`src/rtl/fpsr_pkg.sv`:
```
package fpsr_pkg;
  localparam int SR_W     = 64;
  localparam int FLAG_W   = 5;
  localparam int CEXC_LSB = 0;
  localparam int AEXC_LSB = CEXC_LSB + FLAG_W;
  localparam int TEM_LSB  = CEXC_LSB + 23;
  localparam int INV_IDX  = 4;
  localparam int FTT_LSB  = 14;
  localparam int FTT_W    = 3;
  localparam logic [FTT_W-1:0] FTT_IEEE = 3'd1;
  localparam int CC_BASE  = 10;
  localparam int CC_W     = 2;

  typedef enum logic [1:0] {
    REL_EQ = 2'b00,
    REL_LT = 2'b01,
    REL_GT = 2'b10,
    REL_UN = 2'b11
  } rel_e;

  // low bit of condition-code slot: set 0 at the base, others 22/24/26 above
  function automatic int unsigned cc_lsb(input logic [1:0] sel);
    if (sel == 2'd0) return CC_BASE;
    return CC_BASE + 20 + 2 * int'(sel);
  endfunction

  function automatic logic any_enabled(input logic [FLAG_W-1:0] flags,
                                       input logic [FLAG_W-1:0] en);
    return |(flags & en);
  endfunction
endpackage

```
`src/rtl/fp_field_split.sv`:
```
module fp_field_split #(
  parameter int W     = 64,
  parameter int EXP_W = 11
) (
  input  logic [W-1:0] v,
  output logic         sign,
  output logic         is_nan,
  output logic         is_zero,
  output logic [W-2:0] mag
);
  localparam int FRAC_W = W - 1 - EXP_W;

  logic [EXP_W-1:0]  expo;
  logic [FRAC_W-1:0] frac;

  assign sign    = v[W-1];
  assign expo    = v[W-2 -: EXP_W];
  assign frac    = v[FRAC_W-1:0];
  assign mag     = v[W-2:0];
  assign is_nan  = (&expo) && (|frac);
  assign is_zero = (mag == '0);
endmodule

```
`src/rtl/fp_rel_cmp.sv`:
```
module fp_rel_cmp
  import fpsr_pkg::*;
#(
  parameter int MAG_W = 63
) (
  input  logic             sign_a,
  input  logic             nan_a,
  input  logic             zero_a,
  input  logic [MAG_W-1:0] mag_a,
  input  logic             sign_b,
  input  logic             nan_b,
  input  logic             zero_b,
  input  logic [MAG_W-1:0] mag_b,
  output rel_e             rel
);
  logic mag_lt;
  logic mag_eq;

  assign mag_lt = mag_a < mag_b;
  assign mag_eq = mag_a == mag_b;

  always_comb begin
    if (nan_a || nan_b)         rel = REL_UN;
    else if (zero_a && zero_b)  rel = REL_EQ;
    else if (sign_a != sign_b)  rel = sign_a ? REL_LT : REL_GT;
    else if (mag_eq)            rel = REL_EQ;
    else if (mag_lt ^ sign_a)   rel = REL_LT;
    else                        rel = REL_GT;
  end
endmodule

```
`src/rtl/fsr_next.sv`:
```
module fsr_next
  import fpsr_pkg::*;
(
  input  logic [SR_W-1:0]   cur,
  input  logic              wr_en,
  input  logic [SR_W-1:0]   wr_data,
  input  logic              cmp_go,
  input  rel_e              rel,
  input  logic              signaling,
  input  logic [1:0]        cc_sel,
  input  logic              arith_go,
  input  logic [FLAG_W-1:0] flags,
  output logic [SR_W-1:0]   nxt,
  output logic              trap_nxt,
  output logic              arith_hit,
  output logic              cmp_hit
);
  logic [FLAG_W-1:0] tem;
  int unsigned       slot;

  assign tem       = cur[TEM_LSB +: FLAG_W];
  assign slot      = cc_lsb(cc_sel);
  assign arith_hit = any_enabled(flags, tem);
  assign cmp_hit   = (rel == REL_UN) && (signaling || tem[INV_IDX]);

  always_comb begin
    nxt      = cur;
    trap_nxt = 1'b0;
    if (wr_en) begin
      nxt = wr_data;
    end else if (cmp_go) begin
      nxt[slot +: CC_W] = rel;
      if (rel == REL_UN) begin
        if (cmp_hit) begin
          nxt[CEXC_LSB + INV_IDX]   = 1'b1;
          nxt[FTT_LSB +: FTT_W]     = FTT_IEEE;
          trap_nxt                  = 1'b1;
        end else begin
          nxt[AEXC_LSB + INV_IDX]   = 1'b1;
        end
      end
    end else if (arith_go) begin
      nxt[CEXC_LSB +: FLAG_W] = flags;
      if (arith_hit) begin
        nxt[FTT_LSB +: FTT_W] = FTT_IEEE;
        trap_nxt              = 1'b1;
      end else begin
        nxt[AEXC_LSB +: FLAG_W] = cur[AEXC_LSB +: FLAG_W] | flags;
      end
    end
  end
endmodule

```
`src/rtl/fpsr_cmp_unit.sv`:
```
module fpsr_cmp_unit
  import fpsr_pkg::*;
#(
  parameter int DBL_W   = 64,
  parameter int DBL_EXP = 11,
  parameter int SGL_W   = 32,
  parameter int SGL_EXP = 8
) (
  input  logic              clk,
  input  logic              rst_n,
  input  logic [DBL_W-1:0]  op_a,
  input  logic [DBL_W-1:0]  op_b,
  input  logic              dbl,
  input  logic              signaling,
  input  logic [1:0]        cc_sel,
  input  logic              cmp_go,
  input  logic              arith_go,
  input  logic [FLAG_W-1:0] arith_flags,
  input  logic              wr_en,
  input  logic [SR_W-1:0]   wr_data,
  output logic [SR_W-1:0]   status,
  output logic              trap_pulse
);
  localparam int NOPS    = 2;
  localparam int DMAG_W  = DBL_W - 1;
  localparam int SMAG_W  = SGL_W - 1;

  logic [DBL_W-1:0]  opnd   [NOPS];
  logic              d_sign [NOPS];
  logic              d_nan  [NOPS];
  logic              d_zero [NOPS];
  logic [DMAG_W-1:0] d_mag  [NOPS];
  logic              s_sign [NOPS];
  logic              s_nan  [NOPS];
  logic              s_zero [NOPS];
  logic [SMAG_W-1:0] s_mag  [NOPS];
  logic              p_sign [NOPS];
  logic              p_nan  [NOPS];
  logic              p_zero [NOPS];
  logic [DMAG_W-1:0] p_mag  [NOPS];

  assign opnd[0] = op_a;
  assign opnd[1] = op_b;

  for (genvar k = 0; k < NOPS; k++) begin : g_op
    fp_field_split #(.W(DBL_W), .EXP_W(DBL_EXP)) u_dsplit (
      .v(opnd[k]), .sign(d_sign[k]), .is_nan(d_nan[k]),
      .is_zero(d_zero[k]), .mag(d_mag[k])
    );
    fp_field_split #(.W(SGL_W), .EXP_W(SGL_EXP)) u_ssplit (
      .v(opnd[k][SGL_W-1:0]), .sign(s_sign[k]), .is_nan(s_nan[k]),
      .is_zero(s_zero[k]), .mag(s_mag[k])
    );
    assign p_sign[k] = dbl ? d_sign[k] : s_sign[k];
    assign p_nan[k]  = dbl ? d_nan[k]  : s_nan[k];
    assign p_zero[k] = dbl ? d_zero[k] : s_zero[k];
    assign p_mag[k]  = dbl ? d_mag[k]  : DMAG_W'(s_mag[k]);
  end

  rel_e rel;

  fp_rel_cmp #(.MAG_W(DMAG_W)) u_cmp (
    .sign_a(p_sign[0]), .nan_a(p_nan[0]), .zero_a(p_zero[0]), .mag_a(p_mag[0]),
    .sign_b(p_sign[1]), .nan_b(p_nan[1]), .zero_b(p_zero[1]), .mag_b(p_mag[1]),
    .rel(rel)
  );

  logic [SR_W-1:0] status_nxt;
  logic            trap_nxt;
  logic            arith_hit;
  logic            cmp_hit;

  fsr_next u_next (
    .cur(status), .wr_en(wr_en), .wr_data(wr_data),
    .cmp_go(cmp_go), .rel(rel), .signaling(signaling), .cc_sel(cc_sel),
    .arith_go(arith_go), .flags(arith_flags),
    .nxt(status_nxt), .trap_nxt(trap_nxt),
    .arith_hit(arith_hit), .cmp_hit(cmp_hit)
  );

  // named events for the checker
  logic evt_cmp_unord;
  logic evt_arith_only;
  assign evt_cmp_unord  = cmp_go && !wr_en && (rel == REL_UN);
  assign evt_arith_only = arith_go && !wr_en && !cmp_go;

  always_ff @(posedge clk) begin
    if (!rst_n) begin
      status     <= '0;
      trap_pulse <= 1'b0;
    end else begin
      status     <= status_nxt;
      trap_pulse <= trap_nxt;
    end
  end
endmodule

```
`config.mk`:
```
export PLATFORM = sky130hd
export DESIGN_NAME = fpsr_cmp_unit
export DESIGN_NICKNAME = d
export VERILOG_FILES = /design/src/rtl/fpsr_pkg.sv /design/src/rtl/fp_field_split.sv /design/src/rtl/fp_rel_cmp.sv /design/src/rtl/fsr_next.sv /design/src/rtl/fpsr_cmp_unit.sv
export SDC_FILE = /design/constraint.sdc
export NUM_CORES = 1
export LEC_CHECK = 0
export BUFFER_PORTS_ARGS = -buffer_cell sky130_fd_sc_hd__buf_4
export CELL_PAD_IN_SITES_DETAIL_PLACEMENT = 1
export CELL_PAD_IN_SITES_GLOBAL_PLACEMENT = 2
export CORE_ASPECT_RATIO = 1.4
export CORE_MARGIN = 2
export CORE_UTILIZATION = 27
export DETAILED_ROUTE_END_ITERATION = 10
export HOLD_SLACK_MARGIN = 0.15
export PLACE_DENSITY_LB_ADDON = 0.1
export SETUP_SLACK_MARGIN = 0.1
export SYNTH_ARGS = -nofsm -noshare
export SYNTH_HDL_FRONTEND = slang
export SYNTH_SLANG_ARGS = --single-unit
```
`constraint.sdc`:
```
create_clock -name clk -period 7.8 [get_ports clk]
set_input_delay 1.17 -clock clk [delete_from_list [all_inputs] [get_ports clk]]
set_output_delay 1.17 -clock clk [all_outputs]
set_load 0.005 [all_outputs]
```
==> key figures <==
CTS
  • CTS root buf: clkbuf_16
  • CTS buffer count: 9
  • Cts hold-fix bufs: 0
  • CTS tree: yes
  • Clock transition at the registers of the reported paths: 0.06 ns
  • Max Root-Sink Buffers: 2
  • CTS H-Tree Depth: 3
  • Clock sink count: 65
  • Total setup buffers inserted after CTS: 0
  • Post-CTS Resized: 0
  • Worst skew pair latency: 0.34 ns

Synth
  • Sequential fraction of the synthesis area: 0.221
  • Synth area leaders: dfxtp_1 22%, ha_1 15%, nand2_1 7.6%
  • Synth warn: 0
  • Flops & latches, synth: 65
  • Synth top area share: 0.221
  • Post-synth top cells: 120 x nand2_1, 78 x a21oi_1, 73 x ha_1, 65 x dfxtp_1, 59 x nor2_1
  • Syn_nets: 1105
  • Cell taking the most area after synthesis: dfxtp_1
  • Post-synth EDFFs: 0
  • Synth Flop Type: dfxtp_1
  • Most common cell in the netlist: nand2_1
  • Synth cell types: 64
  • Mapped Cells: 826
  • Mapped Area: 5900 sq um
  • Synth Area per Inst: 7.14 sq um
  • Fraction of registers with async set or reset after synthesis: 0

Power and ir drop
  • Pleak: 3.91 nW
  • Pwr/cell area: 135 nW/um^2
  • Worst VDD drop: 73.1 uV

Timing
  • Skew final: 0.0101 ns
  • Crit share post-route: 0.530
  • Pins Over Slew Limit: 0
  • Final Setup Violations: 0
  • Setup TNS: 0 ns
  • Final Critical Period: 4.14 ns
  • PnR worst setup slack: 3.66 ns
  • Hold Fails Final Rpt: 0
  • Slew @ Worst Pin: 1.05 ns
  • Slew headroom: 0.301
  • Unrepaired setup endpoints after global routing: no
  • Fmax: 242 MHz

Placed design
  • Post-DP HPWL: 21100 um
  • Pre-CTS setup slack: 3.28 ns
  • Final RePlAce weighted congestion: 0.845
  • DP Cell Count: 1324
  • IO Port Bufs: 270

Route
  • 1st-pass router iterations: 4
  • Drt first-iter violations: 260
  • Final WL: 25900 um
  • DRC errors left: 0
  • Via count: 7101
  • Post-DR vias/cell: 5.30
  • Avg WL per Cell: 19.3 um
  • Antenna viol nets, final: 0

Critical path
  • Worst R2R End: status[7]$_SDFFE_PN0P_
  • Worst r2r path cells: 6
  • CP Max Fanout: 20
  • Setup crit start: cc_sel[1]
  • Setup crit end: status[7]$_SDFFE_PN0P_
  • CP required: 8.03 ns
  • Arrival time worst endpoint: 4.37 ns
  • Crit Path Category: primary input to register
  • Crit path capture type: register
  • Worst Setup Start Kind: primary input
  • Worst path cell trace: buf_4 -> inv_1 -> ha_1 -> ha_1 -> nor3b_1 -> buf_4 -> a21oi_1 -> nor2_1 -> nand3_1 -> a31oi_1 -> nor2_1
  • Flop2flop setup slack: 6.01 ns
  • CP max stage cell: nor3b_1
  • Reg2reg start: status[23]$_SDFFE_PN0P_
  • Max stage delay on crit path: 0.94 ns

Min path
  • Worst Hold Class: register to register

Floorplanning
  • Die X: 129 um
  • # IOs: 271
  • Die Span Y: 179 um
  • Initial Util: 0.273
  • Die area: 23100 sq um
  • Row cnt: 64
  • Core area: 21600 sq um

Final layout
  • Core Util, Final: 0.390
  • Number of fill cells: 2736
  • Post-route insts no fill: 1340
  • Share of cells above drive strength 1: 0.286
  • Area growth syn-to-layout: 42.9%
  • Final net count: 1350
  • Ant diodes: 0

Job
  • MaxCap Viol Count: 0

GRT
  • Congestion Overflow GR: 0
  • Vias in the first global route: 7549
  • First-pass GRT wire length: 39600 um
  • Largest net degree at the start of global routing: 78
  • Initial antenna violation count: 0
  • Total global routing track utilization: 0.219

Outcome
  • Run status: finished, final reports clean
## metrics by stage
stage	instance area, sq um	hold WS (ns)	power (mW)
floorplan	5900	0.485	0.540
global placement	8130	0.481	0.731
detailed placement	8130	0.494	0.733
CTS	8430	0.509	1.15
global route	8430	0.543	1.20
finish	8430	0.499	1.14
## registers in the layout (all words and copies together) (netlist names)
register	cells
status	64
trap_pulse	1
## logic make-up after synthesis
kind of cell | count (synthesis) | share of synthesized area
AO/OA/AOI/OAI | 201 | 0.214
adder cells (fa/ha/maj) | 73 | 0.155
buffers and inverters | 83 | 0.0554
flip-flops | 65 | 0.221
multiplexers | 7 | 0.0121
AND/OR/NAND/NOR | 397 | 0.343
## worst max-delay path, delay by kind of cell
family,cells,cell delay [ns]
AO/OA/AOI/OAI,2,0.25
adder cells (fa/ha/maj),2,1.06
buffers and inverters,3,0.54
AND/OR/NAND/NOR,4,1.33
## worst min path at each step
stage | start | end | slack [ns] | cells after the start
floorplan | status[40]$_SDFFE_PN0P_ | status[40]$_SDFFE_PN0P_ | 0.49 | 2
global placement | status[8]$_SDFFE_PN0P_ | status[8]$_SDFFE_PN0P_ | 0.48 | 2
detailed placement | status[8]$_SDFFE_PN0P_ | status[8]$_SDFFE_PN0P_ | 0.49 | 2
CTS | status[8]$_SDFFE_PN0P_ | status[8]$_SDFFE_PN0P_ | 0.51 | 2
global route | status[40]$_SDFFE_PN0P_ | status[40]$_SDFFE_PN0P_ | 0.54 | 2
finish | status[8]$_SDFFE_PN0P_ | status[8]$_SDFFE_PN0P_ | 0.50 | 2
## report_power, final
part	leakage (nW)	internal, mW	switching [mW]
clock network	0.151	0.250	0.165
logic	3.22	0.170	0.184
registers	0.537	0.353	0.0144
total	3.91	0.773	0.363
## area by class of cell
| type | instances | area [sq um] | area share |
|---|---|---|---|
| Clock buffer | 9 | 225 | 0.0267 |
| Multi-Input combinational cell | 678 | 4270 | 0.507 |
| Timing Repair Buffer | 276 | 2070 | 0.246 |
| Clock inverter | 7 | 75.1 | 0.00891 |
| Sequential cell | 65 | 1300 | 0.154 |
| Tap cell | 264 | 330 | 0.0392 |
| Inverter | 41 | 154 | 0.0183 |
## per-layer routing
metal / wire, um / up-vias / GRT usage / share of wire
met5: 0 / - / 0 / 0
met4: 426 / 0 / 0.0553 / 0.016
met1: 9600 / 3372 / 0.230 / 0.37
met3: 1280 / 22 / 0.0376 / 0.049
li1: - / 3521 / - / -
met2: 14600 / 186 / 0.443 / 0.56
## cell usage in the layout, fill, tap and decap left out, drive strengths merged, types with 5 or more instances in the layout
master	Yosys	routed
a22o	5	5
nor4	30	30
inv	41	43
buf	6	276
a31oi	5	5
nand3	41	41
a21o	5	5
nand2	120	120
nor2	60	60
and3	32	32
nor3	21	21
mux2i	6	6
a21oi	78	78
clkbuf	36	9
nand4	29	29
o22ai	14	14
or4	5	5
o31ai	6	6
and2	35	35
o21ai	45	45
a221oi	7	7
nand3b	5	5
ha	73	73
a22oi	5	5
dfxtp	65	65
(Power assumes the default switching activity.)
